File: src/rtl/bflag_pkg.sv
package bflag_pkg;

    typedef enum logic {
        MODE_NORMAL = 1'b0,
        MODE_IRQ    = 1'b1
    } exec_mode_e;

    localparam int NUM_BANKS = 2;

    typedef struct packed {
        logic carry;
        logic zero;
    } flag_pair_t;

endpackage

File: src/rtl/bflag_eval.sv
module bflag_eval
    import bflag_pkg::*;
#(
    parameter int WIDTH = 8
) (
    input  logic [WIDTH-1:0] result_i,
    input  logic             carry_i,
    input  logic             arith_i,
    input  logic             logic_i,
    output logic             write_o,
    output flag_pair_t       pair_o
);

    always_comb begin
        write_o     = arith_i | logic_i;
        pair_o.zero = (result_i == '0);
        // Arithmetic takes precedence when both requests are present
        pair_o.carry = arith_i ? carry_i : 1'b0;
    end

endmodule

File: src/rtl/bflag_bank.sv
module bflag_bank
    import bflag_pkg::*;
(
    input  logic       clk,
    input  logic       rst_n,
    input  logic       we_i,
    input  flag_pair_t wdata_i,
    output flag_pair_t q_o
);

    typedef struct packed {
        flag_pair_t pair;
    } bank_state_t;

    bank_state_t st_d, st_q;

    always_comb begin
        st_d = st_q;
        if (we_i) begin
            st_d.pair = wdata_i;
        end
    end

    always_ff @(posedge clk or negedge rst_n) begin
        if (!rst_n) begin
            st_q <= '0;
        end else begin
            st_q <= st_d;
        end
    end

    assign q_o = st_q.pair;

endmodule

File: src/rtl/bflag_mode_track.sv
module bflag_mode_track
    import bflag_pkg::*;
#(
    parameter int HIST_DEPTH = 4
) (
    input  logic       clk,
    input  logic       rst_n,
    input  logic       enter_i,
    input  logic       return_i,
    output exec_mode_e mode_o
);

    localparam int CNT_W = $clog2(HIST_DEPTH + 1);

    typedef struct packed {
        exec_mode_e            mode;
        logic [HIST_DEPTH-1:0] hist;
        logic [CNT_W-1:0]      cnt;
    } track_state_t;

    track_state_t st_d, st_q;

    always_comb begin
        st_d = st_q;
        if (enter_i) begin
            if (st_q.cnt < CNT_W'(HIST_DEPTH)) begin
                for (int i = 0; i < HIST_DEPTH; i++) begin
                    if (CNT_W'(i) == st_q.cnt) begin
                        st_d.hist[i] = st_q.mode;
                    end
                end
                st_d.cnt = st_q.cnt + 1'b1;
            end else begin
                // Full: drop the oldest saved mode, keep the newest on top
                for (int i = 0; i < HIST_DEPTH - 1; i++) begin
                    st_d.hist[i] = st_q.hist[i+1];
                end
                st_d.hist[HIST_DEPTH-1] = st_q.mode;
            end
            st_d.mode = MODE_IRQ;
        end else if (return_i) begin
            if (st_q.cnt != '0) begin
                st_d.mode = MODE_NORMAL;
                for (int i = 0; i < HIST_DEPTH; i++) begin
                    if (CNT_W'(i + 1) == st_q.cnt) begin
                        st_d.mode = exec_mode_e'(st_q.hist[i]);
                    end
                end
                st_d.cnt = st_q.cnt - 1'b1;
            end else begin
                st_d.mode = MODE_NORMAL;
            end
        end
    end

    always_ff @(posedge clk or negedge rst_n) begin
        if (!rst_n) begin
            st_q <= '{mode: MODE_NORMAL, hist: '0, cnt: '0};
        end else begin
            st_q <= st_d;
        end
    end

    assign mode_o = st_q.mode;

endmodule

File: src/rtl/banked_flag_unit.sv
module banked_flag_unit
    import bflag_pkg::*;
#(
    parameter int WIDTH      = 8,
    parameter int HIST_DEPTH = 4
) (
    input  logic             clk,
    input  logic             rst_n,
    input  logic [WIDTH-1:0] alu_result,
    input  logic             alu_carry,
    input  logic             upd_arith,
    input  logic             upd_logic,
    input  logic             irq_enter,
    input  logic             irq_return,
    output logic             carry_o,
    output logic             zero_o,
    output logic             mode_o
);

    exec_mode_e mode_q;
    logic       flag_we;
    flag_pair_t flag_new;
    flag_pair_t bank_q [NUM_BANKS];

    bflag_eval #(.WIDTH(WIDTH)) u_eval (
        .result_i (alu_result),
        .carry_i  (alu_carry),
        .arith_i  (upd_arith),
        .logic_i  (upd_logic),
        .write_o  (flag_we),
        .pair_o   (flag_new)
    );

    bflag_mode_track #(.HIST_DEPTH(HIST_DEPTH)) u_mode (
        .clk      (clk),
        .rst_n    (rst_n),
        .enter_i  (irq_enter),
        .return_i (irq_return),
        .mode_o   (mode_q)
    );

    // The write goes to the bank selected before this edge's switch
    for (genvar b = 0; b < NUM_BANKS; b++) begin : g_bank
        logic bank_we;
        assign bank_we = flag_we && (int'(mode_q) == b);
        bflag_bank u_bank (
            .clk     (clk),
            .rst_n   (rst_n),
            .we_i    (bank_we),
            .wdata_i (flag_new),
            .q_o     (bank_q[b])
        );
    end

    always_comb begin
        carry_o = bank_q[int'(mode_q)].carry;
        zero_o  = bank_q[int'(mode_q)].zero;
        mode_o  = mode_q;
    end

endmodule

File: config.mk
export PLATFORM = sky130hd
export DESIGN_NAME = banked_flag_unit
export DESIGN_NICKNAME = d
export VERILOG_FILES = /design/src/rtl/bflag_pkg.sv /design/src/rtl/bflag_eval.sv /design/src/rtl/bflag_bank.sv /design/src/rtl/bflag_mode_track.sv /design/src/rtl/banked_flag_unit.sv
export SDC_FILE = /design/constraint.sdc
export NUM_CORES = 1
export LEC_CHECK = 0
export BUFFER_PORTS_ARGS = -buffer_cell sky130_fd_sc_hd__clkbuf_2
export CAP_MARGIN = 15
export CORE_AREA = 2 2 43 55
export CTS_CLUSTER_DIAMETER = 40
export DETAILED_ROUTE_END_ITERATION = 16
export DIE_AREA = 0 0 45 57
export PLACE_DENSITY_LB_ADDON = 0.1
export SLEW_MARGIN = 40
export SYNTH_ARGS = -nofsm -noshare
export SYNTH_HDL_FRONTEND = slang
export SYNTH_SLANG_ARGS = --single-unit
export TNS_END_PERCENT = 5
File: constraint.sdc
create_clock -name clk -period 1.6 [get_ports clk]
set_input_delay 0.24 -clock clk [delete_from_list [all_inputs] [get_ports clk]]
set_output_delay 0.24 -clock clk [all_outputs]
set_load 0.05 [all_outputs]
* After elaboration in Yosys (flattened, before gate mapping)
Index checks and enable logic that the tools add are counted.
Cells by class: add/sub/neg operators 2, $mul 0, div/mod/pow operators 0, order comparisons 2, equality and inequality tests 9, shift-type cells 0, muxes and demuxes 20, bitwise gates (word level) 3, reductions and logical operators 12
Operators by type and width (number):
- $ge A32 B2 Y1 const B | 1
- $not A1 Y32 | 1
- $mux W1 | 12
- $mux W3 | 4
- $logic_not A8 Y1 | 1
- $ne A2 B2 Y1 const B | 4
- $reduce_and A2 Y1 | 4
- $eq A2 B3 Y1 const A | 2
- $mux W2 | 3
- $mux W4 | 1
- $reduce_bool A2 Y1 | 2
- $add A3 B1 Y3 const B | 1
- $eq A1 B3 Y1 const A | 1
- $eq A3 B3 Y1 const A | 1
- $logic_not A3 Y1 | 1
- $lt A3 B3 Y1 const B | 1
- $reduce_and A3 Y1 | 1
- $reduce_bool A3 Y1 | 1
- $sub A3 B1 Y3 const B | 1
- $logic_and A1 B1 Y1 | 2
- $ne A2 B1 Y1 const B | 1
- $not A1 Y1 | 1
- $or A1 B1 Y1 | 1
Word-level totals: flip-flop bits (word level) 12, latch bits 0, RAM bits 0, memory bits (read-only) 0, input bits 15, output and inout bits 3, logic and storage cells 58, memories kept 0

* Logic depth before layout (Yosys ltp)
depth in word-level cells 8, gate-level depth with buffers 6, depth with buffers taken out 6

* By module
A second synthesis with hierarchy kept.
Second synthesis, totals: cell total of the unflattened synthesis 77, area total of the unflattened synthesis 784.5 sq um
By module, submodules not included:
- bflag_mode_track | instances 1, cells each 60, area an instance 569.3 sq um, sequential area each 200.2 sq um
- bflag_bank | instances 2, cells each 4, area an instance 72.6 sq um, sequential area each 50.0 sq um
- banked_flag_unit | instances 1, cells each 4, area an instance 38.8 sq um, sequential area each 0.0 sq um
- bflag_eval | instances 1, cells each 5, area an instance 31.3 sq um, sequential area each 0.0 sq um

* Worst setup path after synthesis
OpenSTA, ideal clock, no wires.
path kind register -> output, from register u_mode.st_q, in the netlist u_mode.mode_o, to output port carry_o, arrival time 1343 ps, required time 1360 ps, setup slack 17 ps, cell stages (with the launch flop) 3, buffers on the path 1, path through dfrtp_1 -> buf_2 -> mux2_2
Between the ends: longest elaborated chain between the ends 4
RTL lines:
- from (decl) | RTL line bflag_mode_track.sv:21 | track_state_t st_d, st_q;
- from (signal assigned) | RTL line bflag_mode_track.sv:58 | st_q <= '{mode: MODE_NORMAL, hist: '0, cnt: '0};
- from (signal assigned) | RTL line bflag_mode_track.sv:60 | st_q <= st_d;
- $not A1 Y32 (not written as such) | RTL line banked_flag_unit.sv:56 | carry_o = bank_q[int'(mode_q)].carry;
- $mux W2 (2 in series)
- $mux W2 (not written as such) | RTL line banked_flag_unit.sv:56
- to (decl) | RTL line banked_flag_unit.sv:15 | output logic carry_o,
No other way between the ends. The select of a mux whose other input is x is not followed.

* Worst setup path in the final report
Ends and elaborated chain as after synthesis.

==> metrics.log <==
INFO  metric status = finished, final reports clean
INFO  metric crit_arrival = 1.29 ns
INFO  metric count_of_mapped_cells_out_of_synthesis = 78
INFO  metric n_antenna_cell = 0
INFO  metric hold_viol = 0
INFO  metric timing.final.ws_setup = 0.0712 ns
INFO  metric die_h = 57 um
INFO  metric power_leakage = 0.434 nW
INFO  metric setup.worst_path.end_class = output port
INFO  metric worst_hold_path_type = in -> reg
INFO  metric finalCoreUtilization = 0.429
INFO  metric netlist.top_cell.by_area = sky130_fd_sc_hd__dfrtp_1
INFO  metric critPathMaxStageDelay = 0.44 ns
INFO  metric synth_seq_area_share = 0.398
INFO  metric synth_enable_flop_cells = 0
INFO  metric rsz0062_at_grt = no
INFO  metric synth_top_area_share = 0.398
INFO  metric min_from = alu_carry
INFO  metric postCtsSetupRepairBufs = 0
INFO  metric dieArea = 0.00257 sq mm
INFO  metric clk_transition_reported_paths = 0.08 ns
INFO  metric r2r_setup_slack = 0.16 ns
INFO  metric syn_avg_cell_area = 9.67 sq um
INFO  metric path_cells = mux2_2 -> clkbuf_2
INFO  metric crit_family = flip-flops
INFO  metric finalSetupViolCount = 0
INFO  metric dp.final_hpwl = 1160 um
INFO  metric multiInputGateArea = 412 sq um
INFO  metric drc = 0
INFO  metric final_cell_mix = 17 x sky130_fd_sc_hd__clkbuf_2, 12 x sky130_fd_sc_hd__nand2_1, 11 x sky130_fd_sc_hd__dfrtp_1
INFO  metric worst_setup_path_start_kind = register
INFO  metric synth_async_sr_flop_share = 1.00
INFO  metric floorplan.initialDensity = 0.361
INFO  metric synth_warnings = 0
INFO  metric worst_slew_margin_rel = 0.776
INFO  metric placement_rows = 19
INFO  metric period_needed = 1.53 ns
INFO  metric maxCapViolations = 0
INFO  metric cts.path.max_buffers = 2
INFO  metric place.port_buffers = 17
INFO  metric drt.antenna.violating_nets = 0
INFO  metric grt_start_max_net_pins = 16
INFO  metric finalWirelength = 1510 um
INFO  metric holdPathStages = 3
INFO  metric path_buf_inv = 1
INFO  metric clock-sinks = 12
INFO  metric synth_ff_type = sky130_fd_sc_hd__dfrtp_1
INFO  metric final_net_count = 123
INFO  metric r2r.worst_path.cells = 4
INFO  metric post_synth_num_cell_types = 27
INFO  metric first_global_vias = 644
INFO  metric drive_above_1_share = 0.313
INFO  metric drtPass1Iterations = 4
INFO  metric totalPowerFinal = 0.00139 W
INFO  metric vias = 636
INFO  metric avgRoutedWirePerCell = 12.6 um
INFO  metric rr_endpoint = u_mode.st_q[2]
INFO  metric fillerInstances = 221
INFO  metric ys_ff_latch = 12
INFO  metric ir_worst_vdd = 0.000795 V
INFO  metric detail_route.vias_per_cell = 5.30
INFO  metric die_w = 45 um
INFO  metric synth.net_count = 100
INFO  metric timing.fmax = 654 MHz
INFO  metric netlist_top_cells_area = sky130_fd_sc_hd__dfrtp_1 40%, sky130_fd_sc_hd__ha_1 12%, sky130_fd_sc_hd__o21ai_0 6.0%, sky130_fd_sc_hd__nand2_1 6.0%, sky130_fd_sc_hd__mux2_2 4.5%
INFO  metric core-area = 0.00209 sq mm
INFO  metric fin_setup_tns = 0 ns
INFO  metric grt_use_total = 0.141
INFO  metric path_class = reg -> out
INFO  metric p_per_area = 1550 mW/mm^2
INFO  metric worst-slew-pin-transition = 0.332 ns
INFO  metric clock_tree.root_cell = sky130_fd_sc_hd__clkbuf_4
INFO  metric tritoncts = done
INFO  metric sequential_cell_area = 302 sq um
INFO  metric dpl_worst_slack = 0.149 ns
INFO  metric source_to_sink_clock_delay_at_the_later_pin_of_the_worst_skew_pair = 0.27 ns
INFO  metric mostFrequentLayoutCell = sky130_fd_sc_hd__clkbuf_2
INFO  metric ioPinCount = 18
INFO  metric antenna_found_initial = 0
INFO  metric fin_worst_skew = 0.000521 ns
INFO  metric path_max_fanout = 8
INFO  metric timing_max_transition_violations_final = 0
INFO  metric global_route_wire_length_before_repair = 2710 um
INFO  metric grt_remaining_overflow = 0
INFO  metric critPathRequiredTime = 1.36 ns
INFO  metric timing.critical_path.slowest_stage_cell = sky130_fd_sc_hd__dfrtp_2
INFO  metric cts.htree.levels = 1
INFO  metric rr_startpoint = u_mode.st_q[1]
INFO  metric whs_endpoint = g_bank[0].u_bank.q_o[1]
INFO  metric layout_worst_path_cycle_share = 0.955
INFO  metric synth_area = 754 sq um
INFO  metric numCtsBuffers = 3
INFO  metric area_growth_syn_to_layout = 19.1%
INFO  metric gp_congestion = 0.768
INFO  metric first_drt_iteration_drcs = 14
[cell type report]
type | instances | area share
Timing Repair Buffer | 21 | 0.131
Multi-Input combinational cell | 58 | 0.458
Sequential cell | 12 | 0.336
Clock buffer | 3 | 0.0251
Inverter | 5 | 0.0209
Tap cell | 21 | 0.0292
[cell families after synthesis]
| family | synth area share |
|---|---|
| flops | 0.398 |
| mux | 0.0448 |
| buf+inv | 0.0564 |
| xor+xnor | 0.0116 |
| compound gates | 0.227 |
| fa+ha+maj | 0.116 |
| simple gates | 0.146 |
[state kept, by name (all words and copies together), names as in the netlist]
signal             count
g_bank.u_bank.q_o      4
u_mode.mode_o          1
u_mode.st_q            7
[report_power, final]
| part | switching, W | internal (W) | total [W] |
|---|---|---|---|
| clock | 0.000103 | 0.0000870 | 0.000190 |
| combinational | 0.000372 | 0.000315 | 0.000688 |
| sequential | 0.0000973 | 0.000415 | 0.000512 |
| total | 0.000573 | 0.000817 | 0.00139 |
[cell usage after synthesis (2+ instances only)]
library cell and number:
sky130_fd_sc_hd__mux2_2 3, sky130_fd_sc_hd__o21ai_0 9, sky130_fd_sc_hd__a22o_2 2, sky130_fd_sc_hd__ha_1 7
sky130_fd_sc_hd__inv_1 5, sky130_fd_sc_hd__dfrtp_1 12, sky130_fd_sc_hd__nor2_1 4, sky130_fd_sc_hd__nor4_1 3
sky130_fd_sc_hd__a31oi_1 2, sky130_fd_sc_hd__a22o_1 3, sky130_fd_sc_hd__nand2_1 12
[layer usage]
layer | GRT usage | wire length (um) | vias to the layer above
li1 | - | - | 324
met1 | 0.167 | 655 | 290
met2 | 0.237 | 749 | 20
met3 | 0.0285 | 85 | 2
met4 | 0.0630 | 17 | 0
met5 | 0 | 0 | -
[repair_timing]
action                     in CTS  in global routing
hold endpoints to repair       12                  0
resized for setup               1                  0
setup endpoints to repair       2                  0
hold buffers                    1                  0
[tightest hold or removal path, stage by stage]
cell and delay [ns]:
sky130_fd_sc_hd__clkbuf_2 0.09, sky130_fd_sc_hd__nand2_1 0.04, sky130_fd_sc_hd__o21ai_0 0.06
[worst max-delay path by stage]
stage	from	end	depth (start not counted)
6_report	u_mode.mode_o	carry_o	2
3_3_place_gp	u_mode.st_q[1]	u_mode.st_q[2]	4
4_1_cts	u_mode.mode_o	carry_o	2
5_1_grt	u_mode.mode_o	zero_o	2
3_5_place_dp	u_mode.st_q[1]	u_mode.st_q[2]	4
2_1_floorplan	u_mode.mode_o	carry_o	2
[stage by stage]
stage          cell area, sq um  cells  hold slack (ns)
2_1_floorplan               754     78          -0.0556
3_3_place_gp                865    116            0.153
3_5_place_dp                865    116            0.152
4_1_cts                     898    120            0.199
5_1_grt                     898    120            0.202
6_report                    898    120            0.206
(Power assumes the default switching activity.)
